===== src/rtl/rxq_pkg.sv =====
package rxq_pkg;
  localparam int unsigned CHAR_W = 9;
  localparam int unsigned LOW_W  = 8;

  typedef struct packed {
    logic              ovr;
    logic              fe;
    logic              pe;
    logic [CHAR_W-1:0] data;
  } slot_t;

  function automatic int unsigned wrap_inc(int unsigned p, int unsigned depth);
    return (p + 1 >= depth) ? 0 : p + 1;
  endfunction

  function automatic int unsigned wrap_dec(int unsigned p, int unsigned depth);
    return (p == 0) ? depth - 1 : p - 1;
  endfunction
endpackage


===== src/rtl/rxq_store.sv =====
module rxq_store #(
  parameter int unsigned DEPTH = 2,
  localparam int unsigned PW = (DEPTH > 1) ? $clog2(DEPTH) : 1,
  localparam int unsigned CW = $clog2(DEPTH + 1)
) (
  input  logic          clk,
  input  logic          rst_n,
  input  logic          flush,
  input  logic          push,
  input  logic          pop,
  input  logic          mark_ovr,
  input  rxq_pkg::slot_t din,
  output rxq_pkg::slot_t head,
  output logic [CW-1:0] count,
  output logic          full,
  output logic          empty
);
  rxq_pkg::slot_t slots [DEPTH];
  logic [PW-1:0] rd_ptr, wr_ptr;
  logic [PW-1:0] newest;

  assign newest = PW'(rxq_pkg::wrap_dec(32'(wr_ptr), DEPTH));
  assign head   = slots[rd_ptr];
  assign full   = (count == CW'(DEPTH));
  assign empty  = (count == '0);

  always_ff @(posedge clk or negedge rst_n) begin
    if (!rst_n) begin
      rd_ptr <= '0;
      wr_ptr <= '0;
      count  <= '0;
      for (int i = 0; i < int'(DEPTH); i++) slots[i] <= '0;
    end else if (flush) begin
      rd_ptr <= '0;
      wr_ptr <= '0;
      count  <= '0;
    end else begin
      if (mark_ovr) slots[newest].ovr <= 1'b1;
      if (push) begin
        slots[wr_ptr] <= din;
        wr_ptr <= PW'(rxq_pkg::wrap_inc(32'(wr_ptr), DEPTH));
      end
      if (pop) rd_ptr <= PW'(rxq_pkg::wrap_inc(32'(rd_ptr), DEPTH));
      if (push && !pop) count <= count + CW'(1);
      else if (pop && !push) count <= count - CW'(1);
    end
  end

  assert_count_bound_R1: assert property (@(posedge clk) disable iff (!rst_n)
    count <= CW'(DEPTH));
  assert_push_grows_R1: assert property (@(posedge clk) disable iff (!rst_n)
    (push && !pop && !flush) |=> count == $past(count) + CW'(1));
  assert_pop_shrinks_R3: assert property (@(posedge clk) disable iff (!rst_n)
    (pop && !push && !flush) |=> count == $past(count) - CW'(1));
  assert_flush_empties_R5: assert property (@(posedge clk) disable iff (!rst_n)
    flush |=> empty);
  assert_no_underflow_R9: assert property (@(posedge clk) disable iff (!rst_n)
    empty |-> !pop);
endmodule


===== src/rtl/rxq_ctrl.sv =====
module rxq_ctrl (
  input  logic clk,
  input  logic rst_n,
  input  logic rx_en,
  input  logic wr_valid,
  input  logic rd_low,
  input  logic full,
  input  logic empty,
  output logic flush,
  output logic push,
  output logic pop,
  output logic mark_ovr,
  output logic discard
);
  logic offered;

  assign flush    = !rx_en;
  assign offered  = wr_valid && rx_en;
  assign pop      = rd_low && rx_en && !empty;
  assign push     = offered && (!discard || pop) && (!full || pop);
  assign mark_ovr = offered && !discard && full && !pop;

  always_ff @(posedge clk or negedge rst_n) begin
    if (!rst_n)        discard <= 1'b0;
    else if (flush)    discard <= 1'b0;
    else if (pop)      discard <= 1'b0;
    else if (mark_ovr) discard <= 1'b1;
  end

  assert_ovr_needs_full_R7: assert property (@(posedge clk) disable iff (!rst_n)
    mark_ovr |-> (full && !push));
  assert_drop_after_ovr_R8: assert property (@(posedge clk) disable iff (!rst_n)
    (discard && !pop) |-> !push);
  assert_read_ends_drop_R8: assert property (@(posedge clk) disable iff (!rst_n)
    pop |=> !discard);
  assert_same_cycle_rw_R10: assert property (@(posedge clk) disable iff (!rst_n)
    (wr_valid && rx_en && full && pop) |-> (push && !mark_ovr));
endmodule


===== src/rtl/rx_char_queue.sv =====
module rx_char_queue #(
  parameter int unsigned DEPTH = 2
) (
  input  logic       clk,
  input  logic       rst_n,
  input  logic       rx_en,
  input  logic       irq_en,
  input  logic       wr_valid,
  input  logic [8:0] wr_data,
  input  logic       wr_frame_err,
  input  logic       wr_parity_err,
  input  logic       rd_status,
  input  logic       rd_bit8,
  input  logic       rd_low,
  output logic       rx_done,
  output logic       rx_irq,
  output logic [2:0] status_rdata,
  output logic       bit8_rdata,
  output logic [7:0] low_rdata
);
  localparam int unsigned CW = $clog2(DEPTH + 1);

  rxq_pkg::slot_t din, head;
  logic [CW-1:0]  count;
  logic full, empty, flush, push, pop, mark_ovr, discard;

  assign din = '{ovr: 1'b0, fe: wr_frame_err, pe: wr_parity_err, data: wr_data};

  rxq_ctrl u_ctrl (
    .clk(clk), .rst_n(rst_n), .rx_en(rx_en), .wr_valid(wr_valid), .rd_low(rd_low),
    .full(full), .empty(empty), .flush(flush), .push(push), .pop(pop),
    .mark_ovr(mark_ovr), .discard(discard)
  );

  rxq_store #(.DEPTH(DEPTH)) u_store (
    .clk(clk), .rst_n(rst_n), .flush(flush), .push(push), .pop(pop),
    .mark_ovr(mark_ovr), .din(din), .head(head), .count(count),
    .full(full), .empty(empty)
  );

  assign rx_done      = !empty;
  assign rx_irq       = rx_done && irq_en;
  assign status_rdata = (rd_status && !empty) ? {head.fe, head.ovr, head.pe} : 3'b000;
  assign bit8_rdata   = rd_bit8 && !empty && head.data[rxq_pkg::CHAR_W-1];
  assign low_rdata    = (rd_low && !empty) ? head.data[rxq_pkg::LOW_W-1:0] : '0;

  assert_empty_reads_zero_R9: assert property (@(posedge clk) disable iff (!rst_n)
    !rx_done |-> (status_rdata == 3'b000 && !bit8_rdata && low_rdata == '0));
  assert_done_tracks_count_R4: assert property (@(posedge clk) disable iff (!rst_n)
    rx_done == (count != '0));
  assert_disable_clears_R5: assert property (@(posedge clk) disable iff (!rst_n)
    !rx_en |=> !rx_done);
  assert_irq_needs_enable_R6: assert property (@(posedge clk) disable iff (!rst_n)
    !irq_en |-> !rx_irq);
  assert_side_read_keeps_R3: assert property (@(posedge clk) disable iff (!rst_n)
    (rx_en && !rd_low && !wr_valid) |=> $stable(count));
  assert_discard_only_full_R8: assert property (@(posedge clk) disable iff (!rst_n)
    discard |-> full);
endmodule


===== config.mk =====
export PLATFORM = sky130hd
export DESIGN_NAME = rx_char_queue
export DESIGN_NICKNAME = d
export VERILOG_FILES = /design/src/rtl/rxq_pkg.sv /design/src/rtl/rxq_store.sv /design/src/rtl/rxq_ctrl.sv /design/src/rtl/rx_char_queue.sv
export SDC_FILE = /design/constraint.sdc
export NUM_CORES = 1
export LEC_CHECK = 0
export BUFFER_PORTS_ARGS = -buffer_cell sky130_fd_sc_hd__buf_4
export CORE_MARGIN = 2
export CORE_UTILIZATION = 56
export CTS_CLUSTER_SIZE = 30
export DETAILED_ROUTE_END_ITERATION = 8
export PLACE_DENSITY = 0.94
export SETUP_SLACK_MARGIN = 0.4
export SYNTH_ARGS = -nofsm -noshare
export SYNTH_HDL_FRONTEND = slang
export SYNTH_SLANG_ARGS = --single-unit
export TNS_END_PERCENT = 50

===== constraint.sdc =====
create_clock -name clk -period 2.48 [get_ports clk]
set_input_delay 0.496 -clock clk [delete_from_list [all_inputs] [get_ports clk]]
set_output_delay 0.496 -clock clk [all_outputs]
set_load 0.005 [all_outputs]

==> flow_summary_export.csv <==
group,metric,value,unit
clocking,clock_path_buffers,2,
route,ant_nets,0,
sta,finalHoldViolations,0,
synthesis,synth_area,1440,sq um
route,wirelength,2990,um
route,first_pass_iters,4,
route,drc,0,
global_routing,use_met1,0.258,
sta,report.final.slew_viol_count,0,
sta,tns,0,ns
sta,fmax,0.496,GHz
global_routing,gr-total-overflow,0,
sta,setup_viol,0,
synthesis,syn_avg_cell_area,12.4,sq um
finish,stdcell_area,1810,sq um
setup_path,slowest_delay,0.46,ns
synthesis,ys_seq_area_frac,0.503,
clocking,clock-sinks,29,
sta,tightestPinTransition,0.408,ns
setup_path,cp.arrival,1.52,ns
pwr,powerDensity,694,nW/um^2
setup_path,crit_chain,"or2_2 -> nand2_1 -> nor2_1 -> buf_4",
sta,finalClockSkew,0.00468,ns
global_routing,grt_util_met3,0.0902,
sta,rsz0062_at_grt,"yes",
global_routing,grt_max_degree,30,
synthesis,ys_types,27,
finish,layout-drive-gt1-share,0.500,
sta,finalCritPeriodShare,0.813,
setup_path,path_max_fanout,7,
synthesis,yosysWarningCount,0,
global_routing,grt_pass1_vias,1047,
sta,finalCriticalPeriod,2.02,ns
synthesis,synth_seq_cells,29,
place,place_area,1710,sq um
sta,max-slew-margin-rel,0.721,
clocking,clk_latency,0.33,ns
route,vias,1021,
floorplan,ios,33,
route,detail_route.wl_per_cell,16.1,um
finish,diodes,0,
setup_path,cp-start-kind,"register",
setup_path,cp_slowest_cell,"dfrtp_2",
route,vias_per_cell,5.49,
synthesis,synth_cells,116,
clocking,h-tree-depth,2,
floorplan,core,2450,sq um
setup_path,critical_path_class,"reg2out",
finish,final_nets,174,
min_path,hold_class,"in2async",
floorplan,fp.dieH,54.7,um
floorplan,die_x,54.7,um
setup_path,cp-end-kind,"primary output",
job,drv_cap,0,
setup_path,crit_family,"simple AND/OR/NAND/NOR gates",
route,drt_iter0_drc,13,
floorplan,rows,18,
global_routing,met2_usage,0.389,
setup_path,crit_buf_inv,1,
clocking,cts_buffers,5,
finish,layout.cells.most_common_list,"buf_4 (37), dfrtp_1 (27), nor2_1 (17)",
global_routing,grt_util_all_layers,0.231,
clocking,clockRootBuffer,"clkbuf_4",
clocking,cts_tree,"built",
finish,areaGrowthSynthToFinish,25.4,%
global_routing,grt_pass1_wl,4600,um
clocking,clk_pin_slew,0.09,ns
global_routing,grt_antenna_before_repair,0,
pwr,ir_drop,0.577,mV
pwr,p_leak,0.863,nW
clocking,cts-hold-fix-buffers,0,
global_routing,grt_most_used_layer,"met2",
run_status,status,"completed",
place,port_buffers,32,
synthesis,syn_nets,135,
place,dp_hpwl,2200,um
floorplan,fp.dieArea,3000,sq um
finish,final_common_cell,"buf_4",
place,globalplace.congestion,0.742,
setup_path,worstPathRequired,1.98,ns
floorplan,start_util,0.587,
-- synthesized netlist by cell type (all sizes together) --
| cell type | instances | share of area |
|---|---|---|
| or2b | 2 | 0.012 |
| nor3b | 1 | 0.0052 |
| nand3 | 1 | 0.0035 |
| nand2 | 3 | 0.0078 |
| buf | 2 | 0.016 |
| mux2 | 24 | 0.21 |
| or3 | 1 | 0.0078 |
| or2 | 1 | 0.0043 |
| dfrtp | 29 | 0.50 |
| o21a | 1 | 0.0052 |
| a21o | 1 | 0.0052 |
| nand3b | 1 | 0.0052 |
| xor2 | 1 | 0.0061 |
| a21oi | 5 | 0.025 |
| nor4 | 1 | 0.0043 |
| o21ai | 2 | 0.0069 |
| inv | 1 | 0.0026 |
| and2 | 1 | 0.0043 |
| o22a | 2 | 0.012 |
| mux2i | 11 | 0.076 |
| nor2 | 17 | 0.044 |
| clkbuf | 3 | 0.0078 |
| a2111oi | 1 | 0.0061 |
| and3 | 1 | 0.0043 |
| nand2b | 3 | 0.013 |
-- report_power, final --
group | internal [W] | switching [W] | total (W) | leakage (nW)
registers | 0.000578 | 0.0000639 | 0.000642 | 0.356
clock network | 0.000164 | 0.000168 | 0.000332 | 0.0413
logic | 0.000178 | 0.000104 | 0.000281 | 0.466
total | 0.000920 | 0.000336 | 0.00126 | 0.863
-- per-layer routing --
metal | share of wire | up-vias
met5 | 0 | -
met4 | 0.014 | 0
met3 | 0.058 | 5
met2 | 0.50 | 31
met1 | 0.43 | 501
li1 | - | 484
-- metrics by stage --
step                std cells  setup WS [ns]  hold slack, ns  utilization  power, W
global route              186          0.397          0.0749        0.736   0.00132
CTS                       184          0.426          0.0713        0.729   0.00126
finish                    186          0.464          0.0667        0.736   0.00126
global placement          176          0.592           0.429        0.698  0.000899
floorplan                 116          0.743           0.200            -  0.000823
detailed placement        176          0.547           0.437        0.698  0.000927
-- cells by family (layout without fill, tap and decap cells) --
kind of cell              after synthesis  count (layout)  share of synthesized area
buffers and inverters                   6              46                     0.0260
xor gates and xnor gates                1               1                    0.00608
AOI/OAI and AO/OA                      12              12                     0.0608
muxes                                  35              35                      0.287
and+or+nand+nor                        33              33                      0.116
DFF                                    29              29                      0.503
-- state kept, by name, summed over array words and instances (netlist names) --
signal and count:
u_store.slots 24, u_store.count 2, u_ctrl.discard 1, u_store.rd_ptr 1
u_store.wr_ptr 1
-- path summary, 6_finish.rpt --
check	cells after the start	slack (ns)	startpoint	endpoint
max in group asynchronous	1	2.13	rst_n	u_store.count[0]$_DFFE_PN0P_
min in group clk	2	0.40	wr_data[8]	u_store.slots[20]$_DFFE_PN0P_
worst min register to register	1	0.51	u_store.slots[3]$_DFFE_PN0P_	u_store.slots[3]$_DFFE_PN0P_
worst max register to register	4	0.69	u_store.count[1]$_DFFE_PN0P_	u_store.slots[12]$_DFFE_PN0P_
worst min-delay path	1	0.07	rst_n	u_store.slots[10]$_DFFE_PN0P_
worst max-delay path	4	0.46	u_store.count[1]$_DFFE_PN0P_	status_rdata[0]
-- what timing repair did --
item,4_1_cts,5_1_grt
endpoints found under the setup margin,8,11
gates cloned,0,0
pin swaps,0,1
buffers inserted,0,2
gates resized for setup,2,2
-- layout make-up --
type                    count  area (sq um)
multi-input cells          81           691
fillers                   185           647
clock inverters             1          5.00
repair buffers             37           278
flip-flops and latches     29           728
clock buffers               7          65.1
well taps                  30          37.5
inverters                   1          3.75
(Power assumes the default switching activity.)
